### src/rtl/uart_txe_pkg.sv
package uart_txe_pkg;

  typedef enum logic [1:0] {
    TX_IDLE  = 2'd0,
    TX_SEND  = 2'd1,
    TX_BREAK = 2'd2
  } tx_state_e;

  localparam logic [1:0] STOP_CODE_ONE = 2'b01;
  localparam logic [1:0] STOP_CODE_TWO = 2'b10;

endpackage

### src/rtl/uart_txe_fifo.sv
module uart_txe_fifo #(
  parameter int unsigned DW    = 8,
  parameter int unsigned DEPTH = 8
) (
  input  logic          clk,
  input  logic          rst,
  input  logic          flush,
  input  logic          wr_en,
  input  logic [DW-1:0] wr_data,
  input  logic          pop,
  output logic [DW-1:0] rd_data,
  output logic          empty
);

  localparam int unsigned AW = (DEPTH > 1) ? $clog2(DEPTH) : 1;
  localparam int unsigned CW = $clog2(DEPTH + 1);
  localparam logic [AW-1:0] LAST = AW'(DEPTH - 1);

  logic [DW-1:0] mem [DEPTH];
  logic [AW-1:0] wr_ptr, rd_ptr;
  logic [CW-1:0] count;
  logic          full, push, take;

  assign full  = (count == CW'(DEPTH));
  assign empty = (count == '0);
  assign push  = wr_en && !full && !flush;
  assign take  = pop && !empty && !flush;

  // storage without reset so it can map onto RAM
  always_ff @(posedge clk) begin
    if (push) mem[wr_ptr] <= wr_data;
  end

  assign rd_data = mem[rd_ptr];

  always_ff @(posedge clk) begin
    if (rst || flush) begin
      wr_ptr <= '0;
      rd_ptr <= '0;
      count  <= '0;
    end else begin
      if (push) wr_ptr <= (wr_ptr == LAST) ? '0 : wr_ptr + 1'b1;
      if (take) rd_ptr <= (rd_ptr == LAST) ? '0 : rd_ptr + 1'b1;
      case ({push, take})
        2'b10:   count <= count + 1'b1;
        2'b01:   count <= count - 1'b1;
        default: count <= count;
      endcase
    end
  end

  AST_FLUSH_EMPTIES: assert property (@(posedge clk) disable iff (rst)
    flush |=> empty);

  AST_NO_POP_WHEN_EMPTY: assert property (@(posedge clk) disable iff (rst)
    pop |-> !empty);

endmodule

### src/rtl/uart_txe_serializer.sv
module uart_txe_serializer
  import uart_txe_pkg::*;
#(
  parameter int unsigned DW            = 8,
  parameter int unsigned TICKS_PER_BIT = 8
) (
  input  logic          clk,
  input  logic          rst,
  input  logic          os_tick,
  input  logic          enable,
  input  logic [1:0]    stop_code,
  input  logic          par_en,
  input  logic          par_odd,
  input  logic          flow_en,
  input  logic          cts_ready,
  input  logic          break_req,
  input  logic          flush_req,
  input  logic          fifo_empty,
  input  logic [DW-1:0] fifo_data,
  output logic          pop,
  output logic          txd,
  output logic          tx_done
);

  localparam int unsigned FW  = DW + 4;
  localparam int unsigned BCW = $clog2(FW + 1);
  localparam int unsigned TW  = (TICKS_PER_BIT > 1) ? $clog2(TICKS_PER_BIT) : 1;
  localparam logic [TW-1:0] TICK_LAST = TW'(TICKS_PER_BIT - 1);

  tx_state_e      state;
  logic [FW-1:0]  shreg, frame_n;
  logic [TW-1:0]  tick_cnt;
  logic [BCW-1:0] bits_left, nbits_n;
  logic           start, two_stop;

  assign start = (state == TX_IDLE) && !break_req && enable && !fifo_empty
                 && !flush_req && (!flow_en || cts_ready);
  assign pop   = start;

  assign two_stop = (stop_code == STOP_CODE_TWO) && !par_en;

  always_comb begin
    frame_n         = '1;
    frame_n[0]      = 1'b0;
    frame_n[DW:1]   = fifo_data;
    if (par_en) frame_n[DW+1] = (^fifo_data) ^ par_odd;
    nbits_n = BCW'(DW + 2) + BCW'(par_en) + BCW'(two_stop);
  end

  always_ff @(posedge clk) begin
    if (rst) begin
      state     <= TX_IDLE;
      txd       <= 1'b1;
      shreg     <= '1;
      tick_cnt  <= '0;
      bits_left <= '0;
      tx_done   <= 1'b1;
    end else begin
      tx_done <= (state == TX_IDLE) && !break_req && fifo_empty && !start;
      case (state)
        TX_IDLE: begin
          if (break_req) begin
            state <= TX_BREAK;
            txd   <= 1'b0;
          end else if (start) begin
            state     <= TX_SEND;
            shreg     <= frame_n;
            txd       <= 1'b0;
            tick_cnt  <= '0;
            bits_left <= nbits_n - 1'b1;
          end
        end
        TX_SEND: begin
          if (os_tick) begin
            if (tick_cnt == TICK_LAST) begin
              tick_cnt <= '0;
              if (bits_left == '0) begin
                state <= break_req ? TX_BREAK : TX_IDLE;
                txd   <= !break_req;
              end else begin
                shreg     <= {1'b1, shreg[FW-1:1]};
                txd       <= shreg[1];
                bits_left <= bits_left - 1'b1;
              end
            end else begin
              tick_cnt <= tick_cnt + 1'b1;
            end
          end
        end
        TX_BREAK: begin
          if (!break_req) begin
            state <= TX_IDLE;
            txd   <= 1'b1;
          end
        end
        default: begin
          state <= TX_IDLE;
          txd   <= 1'b1;
        end
      endcase
    end
  end

  AST_BREAK_HOLDS_LOW: assert property (@(posedge clk) disable iff (rst)
    (break_req && state != TX_SEND) |=> !txd);

  AST_BREAK_KEEPS_QUEUE: assert property (@(posedge clk) disable iff (rst)
    break_req |-> !pop);

  AST_FLOW_BLOCKS_START: assert property (@(posedge clk) disable iff (rst)
    (flow_en && !cts_ready) |-> !pop);

  AST_DISABLED_NO_START: assert property (@(posedge clk) disable iff (rst)
    !enable |-> !pop);

  AST_START_BIT_LOW: assert property (@(posedge clk) disable iff (rst)
    pop |=> !txd);

  AST_DONE_LINE_HIGH: assert property (@(posedge clk) disable iff (rst)
    tx_done |-> txd);

  AST_SEND_NOT_DONE: assert property (@(posedge clk) disable iff (rst)
    (state == TX_SEND) |-> !tx_done);

endmodule

### src/rtl/uart_txe.sv
module uart_txe #(
  parameter int unsigned DATA_W        = 8,
  parameter int unsigned FIFO_DEPTH    = 8,
  parameter int unsigned TICKS_PER_BIT = 8
) (
  input  logic              clk,
  input  logic              rst,
  input  logic              os_tick,
  input  logic              enable,
  input  logic [1:0]        stop_code,
  input  logic              par_en,
  input  logic              par_odd,
  input  logic              flow_en,
  input  logic              cts_ready,
  input  logic              break_req,
  input  logic              flush_req,
  input  logic              wr_en,
  input  logic [DATA_W-1:0] wr_data,
  output logic              fifo_empty,
  output logic              tx_done,
  output logic              txd
);

  logic [DATA_W-1:0] q_data;
  logic              q_pop;

  uart_txe_fifo #(
    .DW    (DATA_W),
    .DEPTH (FIFO_DEPTH)
  ) u_fifo (
    .clk     (clk),
    .rst     (rst),
    .flush   (flush_req),
    .wr_en   (wr_en),
    .wr_data (wr_data),
    .pop     (q_pop),
    .rd_data (q_data),
    .empty   (fifo_empty)
  );

  uart_txe_serializer #(
    .DW            (DATA_W),
    .TICKS_PER_BIT (TICKS_PER_BIT)
  ) u_ser (
    .clk        (clk),
    .rst        (rst),
    .os_tick    (os_tick),
    .enable     (enable),
    .stop_code  (stop_code),
    .par_en     (par_en),
    .par_odd    (par_odd),
    .flow_en    (flow_en),
    .cts_ready  (cts_ready),
    .break_req  (break_req),
    .flush_req  (flush_req),
    .fifo_empty (fifo_empty),
    .fifo_data  (q_data),
    .pop        (q_pop),
    .txd        (txd),
    .tx_done    (tx_done)
  );

endmodule

### config.mk
export PLATFORM = sky130hd
export DESIGN_NAME = uart_txe
export DESIGN_NICKNAME = d
export VERILOG_FILES = /design/src/rtl/uart_txe_pkg.sv /design/src/rtl/uart_txe_fifo.sv /design/src/rtl/uart_txe_serializer.sv /design/src/rtl/uart_txe.sv
export SDC_FILE = /design/constraint.sdc
export NUM_CORES = 1
export LEC_CHECK = 0
export BUFFER_PORTS_ARGS = -buffer_cell sky130_fd_sc_hd__buf_2
export CAP_MARGIN = 5
export CELL_PAD_IN_SITES_DETAIL_PLACEMENT = 0
export CELL_PAD_IN_SITES_GLOBAL_PLACEMENT = 2
export CORE_MARGIN = 3
export CORE_UTILIZATION = 43
export CTS_CLUSTER_SIZE = 28
export DETAILED_ROUTE_END_ITERATION = 10
export GPL_ROUTABILITY_DRIVEN = 0
export PLACE_DENSITY = 0.76
export SLEW_MARGIN = 20
export SYNTH_ARGS = -nofsm -noshare
export SYNTH_HDL_FRONTEND = slang
export SYNTH_SLANG_ARGS = --single-unit
### constraint.sdc
create_clock -name clk -period 3.35 [get_ports clk]
set_input_delay 0.1675 -clock clk [delete_from_list [all_inputs] [get_ports clk]]
set_output_delay 0.1675 -clock clk [all_outputs]
set_load 0.01 [all_outputs]
==> metrics.txt <==
status finished, final reports clean; mapped cell area 4180 sq um; Post-Synth Adder-Cell Area 3.30%; final setup fails 0; largest family of logic cells by synthesized area multiplexers; largest cells by area after synthesis edfxtp_1, dfxtp_1, mux4_2; Synth Area in Compound Gates 5.90%; mux contribution to synthesized area 13.4%; Critical Path Start u_ser.state[0]; Starting Density 44.8%; Slew Limit Fails 0; worst slew pin tran 0.853 ns; area grow syn2layout 12.0%; Final Power 2.20 mW; routed vias 2388; CP Cell Sequence or3_1 > or4_1 > inv_1 > ha_1 > xor2_1 > ha_1 > a21oi_1 > xor2_1 > or3_1 > a21oi_1; EDFF count, synth 64; Hold Vio Cnt, Final 0; Synth Area per Inst 14.2 sq um; clock skew 0.0159 ns; worst path buffer plus inverter count 1; register area share after synthesis 61.8%; Primary FF master, synth edfxtp_1; CTS Root Cell clkbuf_8; Synth Net Count 326; CTS buffer count 9; Reg clk slew, reported paths 0.11 ns; largest net degree at the start of global routing 20; post-synth cell types 43; Yosys reg bits 97; Hold/Removal Path Class in2reg; Fmax 346 MHz; GRT Max-Usage Layer met2; share of cells above drive strength 1 19.9%; PwrDens 469 nW/um^2; Peak VDD IR 237 uV; Worst EP required 3.65 ns; Int Pwr 1.69 mW; Synth Area in Simple Gates 9.95%; Hold WS 0.0658 ns; RSZ-0062 raised after global routing false; met3 GRT Util 4.08%; Startpoint Class register; slew margin rel. 42.9%; clock network power share 37.0%; CP delay by family, top simple AND/OR/NAND/NOR gates; routed length per instance 16.8 um; post-detail-place hpwl 5.19 mm; period utilisation layout 86.2%; antenna cells 0; post-cts sizing count 0; initial antenna violation count 0; die area 10900 sq um; overflow left after global routing 0; DRC viols 0; asr flop ratio synth 0%; reg-to-reg critical path startpoint u_ser.state[0]; slowest CP cell or4_1; YS warnings 0; Post-CTS Hold Buffers 0; post-synth top area share 46.0%; # fillers 829; core outline area 9330 sq um; CP Class reg2reg; Placement Rows 35; Psw 0.501 mW; Combinational Power Share 4.3%; CTS tree yes; Synth Instances 294; part of the power in registers 58.7%; cell taking the most area after synthesis edfxtp_1; first-pass GRT wire length 12.8 mm; Final #Nets 358; clock sinks 97; Clock Latency Late Sink 0.36 ns; Lkg Pwr 1.61 nW; crit path DAT 3.18 ns; vias per cell 5.19; Period minus WS final 2.89 ns; final std cells w/o fill 460; met2 Use GR 24.1%; Worst path max stage delay 0.55 ns; DRT Wirelength 7.74 mm; htree depth 3; placed cells 444; vias in the first global route 2416; hold_sp wr_data[6]; crit-path max FO 8; # Max-Cap Violations 0; Ports 24; Chip Width 105 um; post-CTS setup buffers 0; number of antenna-violating nets in the routed design 0; 1st-iter DRT viols 108; setup TNS 0 ns; post-synthesis xor/xnor area fraction 3.42%; IO Port Bufs 23; DRT Pass-1 Iters 4; CTS Buffer Depth 2; switch share 22.8%; All-Layer GR Usage 15.2%; met1 Use GR 20.6%; Chip Height 105 um; Worst Setup End Kind register
[cell usage after synthesis, types with 7 or more instances]
master    instances
ha_1             11
nor3_1            9
nor2_1           20
clkbuf_1          7
mux4_2           12
mux2i_1          17
a21oi_1          22
nand2_1          21
dfxtp_1          33
edfxtp_1         64
[placed cells by master, fill, tap and decap left out, drive strengths merged, types with 5 or more instances in the layout]
cell     n
edfxtp  64
dfxtp   33
mux2i   18
nand2b   6
nand2   21
o21ai    6
nor3     9
nand3    6
mux4    16
a21oi   22
buf     33
xor2     5
inv     10
ha      11
clkbuf   9
nor2    20
[path summary, 6_finish.rpt]
kind,slack [ns],depth (start not counted),to
setup / recovery,0.46,10,u_fifo.count[2]
hold / removal,0.07,1,u_fifo.mem[1][6]
setup reg to reg,0.46,10,u_fifo.count[2]
hold reg to reg,0.48,2,u_ser.tick_cnt[1]
[cells by family (layout without fill, tap and decap cells)]
family | Yosys count | count (layout)
mux | 34 | 34
compound gates | 40 | 40
buf+inv | 19 | 56
simple gates | 83 | 83
xor+xnor | 10 | 10
flops | 97 | 97
fa+ha+maj | 11 | 11
[layer usage]
layer | routed length [um] | up-vias
li1 | - | 1183
met1 | 3670 | 1164
met2 | 3760 | 37
met3 | 267 | 4
met4 | 46 | 0
met5 | 0 | -
[through the flow]
step | worst slack (ns) | instance area, sq um | util, %
detailed placement | 0.470 | 4460 | 47.8
finish | 0.463 | 4680 | 50.2
CTS | 0.450 | 4680 | 50.2
global route | 0.242 | 4680 | 50.2
floorplan | 0.714 | 4180 | -
global placement | 0.536 | 4460 | 47.8
[power by group through the flow]
stage	Combinational [mW]	Sequential, mW	Clock [mW]
after global placement	0.0965	1.32	0
after CTS	0.0976	1.29	0.837
after global routing	0.107	1.29	0.891
after detailed placement	0.0972	1.32	0
after floorplan	0.0570	1.32	0
final	0.0954	1.29	0.812
[state kept, by name, summed over array words and instances (netlist names), named ones only]
| register | cells |
|---|---|
| u_ser.state | 2 |
| u_ser.txd | 1 |
| u_ser.tx_done | 1 |
| u_ser.bits_left | 4 |
| u_fifo.rd_ptr | 3 |
| u_ser.shreg | 9 |
| u_fifo.count | 4 |
| u_fifo.wr_ptr | 3 |
| u_ser.tick_cnt | 3 |
| u_fifo.mem | 64 |
[area by class of cell]
type | count | area (sq um) | share of cell area, %
Sequential cell | 97 | 2580 | 55.2
Multi-Input combinational cell | 178 | 1500 | 32.1
Tap cell | 129 | 161 | 3.45
Timing Repair Buffer | 33 | 190 | 4.06
Inverter | 7 | 26.3 | 0.561
Clock buffer | 9 | 124 | 2.65
Clock inverter | 7 | 93.8 | 2.01
(Power assumes the default switching activity.)
